## src/rtl/rub_pkg.sv

```systemverilog
package rub_pkg;

  // Reference selected for a decision period
  typedef enum logic {
    SEL_NEG = 1'b0,
    SEL_POS = 1'b1
  } ref_sel_e;

  localparam int NUM_REFS = 2;

endpackage

```

## src/rtl/rub_sequencer.sv

```systemverilog
module rub_sequencer #(
  parameter int CNT_W      = 20,
  parameter int PERIOD_CYC = 4,
  localparam int SLOT_W    = (PERIOD_CYC > 2) ? $clog2(PERIOD_CYC) : 1
) (
  input  logic              clk,
  input  logic              rst_n,
  input  logic              start_i,
  input  logic [CNT_W-1:0]  n_periods_i,
  input  logic              balanced_i,
  input  logic              cmp_above_i,
  output logic              run_o,
  output logic [SLOT_W-1:0] slot_o,
  output rub_pkg::ref_sel_e choice_o,
  output logic              bal_o,
  output logic              decide_o,
  output logic              first_o,
  output logic              done_o
);
  import rub_pkg::*;

  localparam logic [SLOT_W-1:0] LAST_SLOT = SLOT_W'(PERIOD_CYC - 1);

  logic              run_q;
  logic [SLOT_W-1:0] slot_q;
  logic [CNT_W-1:0]  left_q;
  ref_sel_e          choice_q;
  logic              bal_q;
  logic              done_q;

  logic accept, boundary, finish, renew;

  always_comb begin
    accept   = !run_q && start_i && (n_periods_i != '0);
    boundary = run_q && (slot_q == LAST_SLOT);
    finish   = boundary && (left_q == '0);
    renew    = boundary && !finish;
  end

  always_ff @(posedge clk) begin
    if (!rst_n) begin
      run_q    <= 1'b0;
      slot_q   <= '0;
      left_q   <= '0;
      choice_q <= SEL_NEG;
      bal_q    <= 1'b0;
      done_q   <= 1'b0;
    end else begin
      done_q <= finish;
      if (accept) begin
        run_q    <= 1'b1;
        slot_q   <= '0;
        left_q   <= n_periods_i - CNT_W'(1);
        choice_q <= ref_sel_e'(cmp_above_i);
        bal_q    <= balanced_i;
      end else if (run_q) begin
        if (boundary) begin
          slot_q <= '0;
          if (finish) begin
            run_q <= 1'b0;
          end else begin
            left_q   <= left_q - CNT_W'(1);
            choice_q <= ref_sel_e'(cmp_above_i);
          end
        end else begin
          slot_q <= slot_q + SLOT_W'(1);
        end
      end
    end
  end

  assign run_o    = run_q;
  assign slot_o   = slot_q;
  assign choice_o = choice_q;
  assign bal_o    = bal_q;
  assign decide_o = accept || renew;
  assign first_o  = accept;
  assign done_o   = done_q;

endmodule

```

## src/rtl/rub_tally.sv

```systemverilog
module rub_tally #(
  parameter int CNT_W = 20
) (
  input  logic                    clk,
  input  logic                    rst_n,
  input  logic                    decide_i,
  input  logic                    first_i,
  input  logic                    pick_i,
  output logic [CNT_W-1:0]        pos_count_o,
  output logic [CNT_W-1:0]        neg_count_o,
  output logic signed [CNT_W:0]   diff_o
);
  import rub_pkg::*;

  logic [CNT_W-1:0] cnt_q [NUM_REFS];

  // Index 0 counts negative decisions, index 1 positive ones
  for (genvar g = 0; g < NUM_REFS; g++) begin : g_ctr
    logic hit;
    assign hit = (pick_i == (g == 1));

    always_ff @(posedge clk) begin
      if (!rst_n) begin
        cnt_q[g] <= '0;
      end else if (decide_i) begin
        if (first_i) cnt_q[g] <= CNT_W'(hit);
        else         cnt_q[g] <= cnt_q[g] + CNT_W'(hit);
      end
    end
  end

  assign pos_count_o = cnt_q[1];
  assign neg_count_o = cnt_q[0];
  assign diff_o      = $signed({1'b0, cnt_q[1]}) - $signed({1'b0, cnt_q[0]});

endmodule

```

## src/rtl/rub_switch_drive.sv

```systemverilog
module rub_switch_drive #(
  parameter int PERIOD_CYC = 4,
  localparam int SLOT_W    = (PERIOD_CYC > 2) ? $clog2(PERIOD_CYC) : 1
) (
  input  logic              run_i,
  input  logic [SLOT_W-1:0] slot_i,
  input  rub_pkg::ref_sel_e choice_i,
  input  logic              bal_i,
  output logic              ref_pos_o,
  output logic              ref_neg_o
);
  import rub_pkg::*;

  localparam logic [SLOT_W:0] LONG_LEN  = (SLOT_W + 1)'(PERIOD_CYC - 1);
  localparam logic [SLOT_W:0] SHORT_LEN = (SLOT_W + 1)'(1);

  logic [SLOT_W:0] pos_len;
  logic            pos_phase;

  always_comb begin
    pos_len   = (choice_i == SEL_POS) ? LONG_LEN : SHORT_LEN;
    pos_phase = bal_i ? ({1'b0, slot_i} < pos_len) : (choice_i == SEL_POS);
    ref_pos_o = run_i && pos_phase;
    ref_neg_o = run_i && !pos_phase;
  end

endmodule

```

## src/rtl/runup_balancer.sv

```systemverilog
module runup_balancer #(
  parameter int CNT_W      = 20,
  parameter int PERIOD_CYC = 4
) (
  input  logic                  clk,
  input  logic                  rst_n,
  input  logic                  start_i,
  input  logic [CNT_W-1:0]      n_periods_i,
  input  logic                  balanced_i,
  input  logic                  cmp_above_i,
  output logic                  ref_pos_o,
  output logic                  ref_neg_o,
  output logic [CNT_W-1:0]      pos_count_o,
  output logic [CNT_W-1:0]      neg_count_o,
  output logic signed [CNT_W:0] diff_o,
  output logic                  done_o
);
  import rub_pkg::*;

  localparam int SLOT_W = (PERIOD_CYC > 2) ? $clog2(PERIOD_CYC) : 1;

  logic              run;
  logic [SLOT_W-1:0] slot;
  ref_sel_e          choice;
  logic              bal;
  logic              decide;
  logic              first;

  rub_sequencer #(.CNT_W(CNT_W), .PERIOD_CYC(PERIOD_CYC)) u_seq (
    .clk         (clk),
    .rst_n       (rst_n),
    .start_i     (start_i),
    .n_periods_i (n_periods_i),
    .balanced_i  (balanced_i),
    .cmp_above_i (cmp_above_i),
    .run_o       (run),
    .slot_o      (slot),
    .choice_o    (choice),
    .bal_o       (bal),
    .decide_o    (decide),
    .first_o     (first),
    .done_o      (done_o)
  );

  rub_tally #(.CNT_W(CNT_W)) u_tally (
    .clk         (clk),
    .rst_n       (rst_n),
    .decide_i    (decide),
    .first_i     (first),
    .pick_i      (cmp_above_i),
    .pos_count_o (pos_count_o),
    .neg_count_o (neg_count_o),
    .diff_o      (diff_o)
  );

  rub_switch_drive #(.PERIOD_CYC(PERIOD_CYC)) u_drive (
    .run_i     (run),
    .slot_i    (slot),
    .choice_i  (choice),
    .bal_i     (bal),
    .ref_pos_o (ref_pos_o),
    .ref_neg_o (ref_neg_o)
  );

endmodule

```

## config.mk

```make
export PLATFORM = sky130hd
export DESIGN_NAME = runup_balancer
export DESIGN_NICKNAME = d
export VERILOG_FILES = /design/src/rtl/rub_pkg.sv /design/src/rtl/rub_sequencer.sv /design/src/rtl/rub_tally.sv /design/src/rtl/rub_switch_drive.sv /design/src/rtl/runup_balancer.sv
export SDC_FILE = /design/constraint.sdc
export NUM_CORES = 1
export LEC_CHECK = 0
export CAP_MARGIN = 40
export CORE_ASPECT_RATIO = 0.8
export CORE_MARGIN = 10
export CORE_UTILIZATION = 35
export DETAILED_ROUTE_END_ITERATION = 6
export DONT_BUFFER_PORTS = 1
export SLEW_MARGIN = 20
export SYNTH_ARGS = -nofsm -noshare
export SYNTH_HDL_FRONTEND = slang
export SYNTH_SLANG_ARGS = --single-unit
```

## constraint.sdc

```tcl
create_clock -name clk -period 2.9 [get_ports clk]
set_input_delay 0.29 -clock clk [delete_from_list [all_inputs] [get_ports clk]]
set_output_delay 0.29 -clock clk [all_outputs]
set_load 0.02 [all_outputs]
```

## Yosys cells after proc, flatten, opt, wreduce, memory -nomap -nowiden

Memories as Yosys holds them, arrays and structs flattened.
Cells that the tools add are included.

- Reductions and logical operators: 17
- Magnitude comparators: 1
- Bitwise operators: 6
- $add $sub $neg: 6
- Eq/ne operators: 2
- Muxes and demuxes: 28

Operators by type and width:

| cell | number |
|---|---|
| 2-to-1 mux 20 bit | 8 |
| adder 20 x 1 -> 20 bit | 2 |
| subtractor 20 x 1 -> 20 bit, second input constant | 2 |
| subtractor 20 x 20 -> 21 bit | 1 |
| logical NOT 20 bit | 1 |
| nonzero test 20 bit | 1 |
| 2-to-1 mux 1 bit | 18 |
| logical AND 1 bit | 7 |
| 2-to-1 mux 2 bit | 2 |
| bitwise OR 1 bit | 4 |
| nonzero test 2 bit | 2 |
| logical NOT 1 bit | 3 |
| < comparator 2 x 3 -> 1 bit | 1 |
| AND reduction 3 bit | 1 |
| adder 2 x 1 -> 2 bit, second input constant | 1 |
| equality test 2 bit, second input constant | 1 |
| inequality test 2 x 1 -> 1 bit, second input constant | 1 |
| NOT 1 bit | 2 |
| OR reduction 2 bit | 1 |
| logical OR 1 bit | 1 |

- Memory bits (writable): 40
- Input bits: 25
- Memories kept: 1
- Output and inout bits: 64
- Register bits: 26
- Logic and storage cells: 67

Memory list:

| memory | depth | bits a word | read ports | clocked after memory_dff | write ports | RTL line | text |
|---|---|---|---|---|---|---|---|
| u_tally.cnt_q | 2 | 20 | 2 | 0 | 2 | rub_tally.sv:15 | `logic [CNT_W-1:0] cnt_q [NUM_REFS];` |

## Longest topological paths before layout

- Depth after elaboration: 11
- Mapped depth: 15
- Depth with buffers taken out: 11

## Hierarchy

A second synthesis with hierarchy kept.

- Cell total of the unflattened synthesis: 599
- Area total of the unflattened synthesis: 5190.0 um^2

By module, submodules not included:

| module | area each (um^2) | instances | cells each |
|---|---|---|---|
| rub_tally | 3143.0 | 1 | 329 |
| rub_sequencer | 2003.2 | 1 | 264 |
| rub_switch_drive | 43.8 | 1 | 6 |

## Least setup slack after synthesis

OpenSTA, ideal clock, no wires.

- Path kind: input to register
- Start: input port n_periods_i[9]
- End: register u_seq.left_q[16]
- Setup slack: -0.183 ns
- Library setup time: 0.124 ns
- Cell stages on the path: 15
- Data required time: 2.776 ns
- Arrival time: 2.959 ns
- Cells stage by stage: nor4_2 -> and4_1 -> clkbuf_1 -> a21oi_1 -> clkbuf_1 -> buf_1 -> mux2i_1 -> ha_1 -> inv_1 -> a311oi_1 -> o21ai_1 -> buf_2 -> nor4_1 -> xnor2_1 -> o22ai_1

- Longest elaborated chain between the ends: 4

RTL lines:

| what | RTL line | text |
|---|---|---|
| start, declared | runup_balancer.sv:8 | `input logic [CNT_W-1:0] n_periods_i,` |
| branches (longest 4 deep; another with subtractor 20 x 1 -> 20 bit) | -- |  |
| end signal, assigned | rub_sequencer.sv:53 | `left_q <= n_periods_i - CNT_W'(1);` |
| end signal, assigned | rub_sequencer.sv:62 | `left_q <= left_q - CNT_W'(1);` |
| end, declared | rub_sequencer.sv:26 | `logic [CNT_W-1:0] left_q;` |

Several ways; the timed one is not identified.
A chain may end at the register's enable or synchronous reset.

==> flow_summary_export.csv <==
group,metric,value,unit
clocking,cts_buffers,9,
drt,wl_per_cell,17.9,µm
timing,min_period,2870,ps
pwr,ir_worst_vdd,0.000267,V
floorplan,start_util,35.8,%
pwr,internal_power,0.00210,W
drt,drtIter0Drc,341,
global_route,grt_max_degree,39,
cells_and_area,antenna_cells,0,
place,dp.cells,839,
timing,setup_ws,34.0,ps
global_route,antenna_found_initial,0,
floorplan,die-area,19900,µm²
pwr,powerDensity,507,nW/µm²
global_route,grt_overflow,0,
critical_path,arrival,2580,ps
synth,synthArstFlopShare,0,%
pwr,comb_power_share,31.4,%
clocking,path_clk_slew,60,ps
timing,hold_viol,0,
drt,vias,4779,
synth,ys.warnings.count,0,
run_status,status,"completed",
synth,synth_top_area_cell,"edfxtp_1",
timing,final-setup-viol-count,0,
drt,drc,0,
critical_path,worstSetupEndpointType,"output pin",
global_route,grt_pass1_vias,4593,
clocking,clk_latency,340,ps
critical_path,required,2610,ps
cells_and_area,fillers,1387,
synth,ys_seq_elements,66,
synth,avgSynthCellArea,8.45,µm²
synth,synth-seq-area-share,33.7,%
drt,drt_first_pass_iters,5,
synth,ys.flop_type,"edfxtp_1",
global_route,track_usage,14.8,%
global_route,grt_pass1_wl,24.0,mm
cells_and_area,area_delta_synth_final,23.4,%
floorplan,die_h,128,µm
clocking,numClockSinks,66,
floorplan,rows,39,
critical_path,cp-start-kind,"flip-flop",
cells_and_area,finalNonFillerCells,863,
synth,synth_nets,658,
critical_path,worstPathMaxFanout,4,
timing,relSlewSlack,56.6,%
cells_and_area,drive_above_1_share,19.1,%
timing,timing.fmax,0.349,GHz
place,place_ws,136,ps
pwr,p_leak,2.42,nW
pwr,clock_power_share,33.6,%
drt,ant_nets,0,
worst_hold_path,hold_path_class,"in -> reg",
place,hpwlAfterDp,11.7,mm
clocking,cts_max_path_buffers,2,
synth,synth.area.top_cells,"edfxtp_1, dfxtp_1, xnor2_1",
pwr,switching_power,0.00110,W
synth,netlist.area_leader.share,23.5,%
pwr,power,0.00320,W
floorplan,die_w,155,µm
timing,worst_slew_pin_slew,633,ps
floorplan,coreArea,14300,µm²
clocking,cts_tree,"yes",
pwr,sequentialPowerShare,35.0,%
flow_run,cap_violations,0,
drt,vias_per_cell,5.54,
synth,synth_edf_count,40,
place,io_buffers,0,
timing,period_share,98.8,%
synth,netlist_instances,605,
place,gp_congestion,0.904,
timing,worst_hold_slack,45.9,ps
timing,skew,8.22,ps
pwr,swShare,34.4,%
clocking,cts_max_level,3,
critical_path,critPathKind,"reg -> out",
drt,wirelength,15.4,mm
timing,rsz0062_at_grt,"yes",
timing,maxSlewViolCount,0,
synth,synthesis.area,5110,µm²
cells_and_area,nets,727,
synth,synthTopCellsByCount,"nor2_1, xnor2_1, edfxtp_1, nor3_1, inv_1",
floorplan,io_pins,89,
synth,ys_types,59,
clocking,cts_root_buf,"clkbuf_16",
synth,yosysMostFrequentCell,"nor2_1",
cell usage in the layout (no fill, tap or decap), types with 10 or more instances in the layout:
cell	instances
nand4_1	10
nand2_1	30
xor2_1	19
edfxtp_1	40
nor4_1	10
nor2_1	91
and3_1	12
clkbuf_16	10
inv_1	32
buf_4	75
xnor2_1	52
nand3_1	30
dfxtp_1	26
ha_1	23
mux2i_1	16
nor3_1	37
a21oi_1	23
repair_timing:
item,CTS,global route
gates cloned,0,0
resized for setup,20,21
setup endpoints to repair,10,11
pin swaps,1,3
hold buffers,0,0
buffers inserted,0,8
layer usage:
layer / routed length [µm] / part of all wire, % / up-vias / track usage (%)
met1: 7110 / 46 / 2294 / 19.7
met4: 184 / 1.2 / 0 / 3.16
met3: 1100 / 7.2 / 17 / 4.46
met5: 0 / 0 / - / 0
met2: 7030 / 46 / 135 / 23.1
li1: - / - / 2333 / -
sequential cells by signal (all words and copies together), names as in the netlist:
signal / count
u_seq.done_o: 1
u_seq.run_o: 1
u_seq.choice_o: 1
u_tally.cnt_q: 40
u_seq.bal_o: 1
u_seq.slot_o: 2
u_seq.left_q: 20
through the flow:
stage	utilization (%)	area, µm²	TNS (ps)
final	44.2	6310	0
after global routing	44.2	6310	-422
after CTS	43.1	6170	-1.50
after detailed placement	40.5	5790	0
after global placement	40.5	5790	0
after floorplan	-	5130	-1.65
worst paths after layout:
| path | startpoint | end | slack, ps | depth (start not counted) |
|---|---|---|---|---|
| max | u_tally.cnt_q[1][1] | diff_o[17] | 30 | 9 |
| min | n_periods_i[0] | u_seq.left_q[0] | 50 | 1 |
| max reg2reg | u_seq.run_o | u_seq.left_q[16] | 400 | 11 |
| min reg2reg | u_seq.bal_o | u_seq.bal_o | 480 | 2 |
power groups by stage:
stage	registers [W]	logic, W	clock network [W]
after floorplan	0.00117	0.000591	0
after global placement	0.00114	0.000901	0
after detailed placement	0.00114	0.000921	0
after CTS	0.00112	0.000957	0.00110
after global routing	0.00113	0.00110	0.00114
final	0.00112	0.00100	0.00108
area by class of cell:
class	count	area (µm²)	area share, %
multi-input combinational	484	3340	52.9
inverter	36	135	2.14
clock buffer	11	254	4.02
timing repair buffer	77	594	9.41
sequential	66	1720	27.3
tap	184	230	3.65
clock inverter	5	36.3	0.575
critical path, stage by stage (launching register included):
cell and delay, ps:
edfxtp_1 420, ha_1 300, nor2b_2 190, o2111ai_2 180, nand3_2 140, o2111ai_4 160
a31oi_4 320, mux2i_1 220, o2111ai_1 130, buf_4 170
kinds of logic (layout without fill, tap and decap cells):
group                    Yosys count  after routing  share of synthesized area [%]
AND/OR/NAND/NOR                  265            265                           25.9
AO/OA/AOI/OAI                    102            102                           13.4
XOR/XNOR                          72             72                           12.3
flip-flops                        66             66                           33.7
buffers and inverters             55            129                           4.35
adder cells (fa/ha/maj)           28             28                           7.00
multiplexers                      17             17                           3.35
Power figures use the tool's default switching activity.
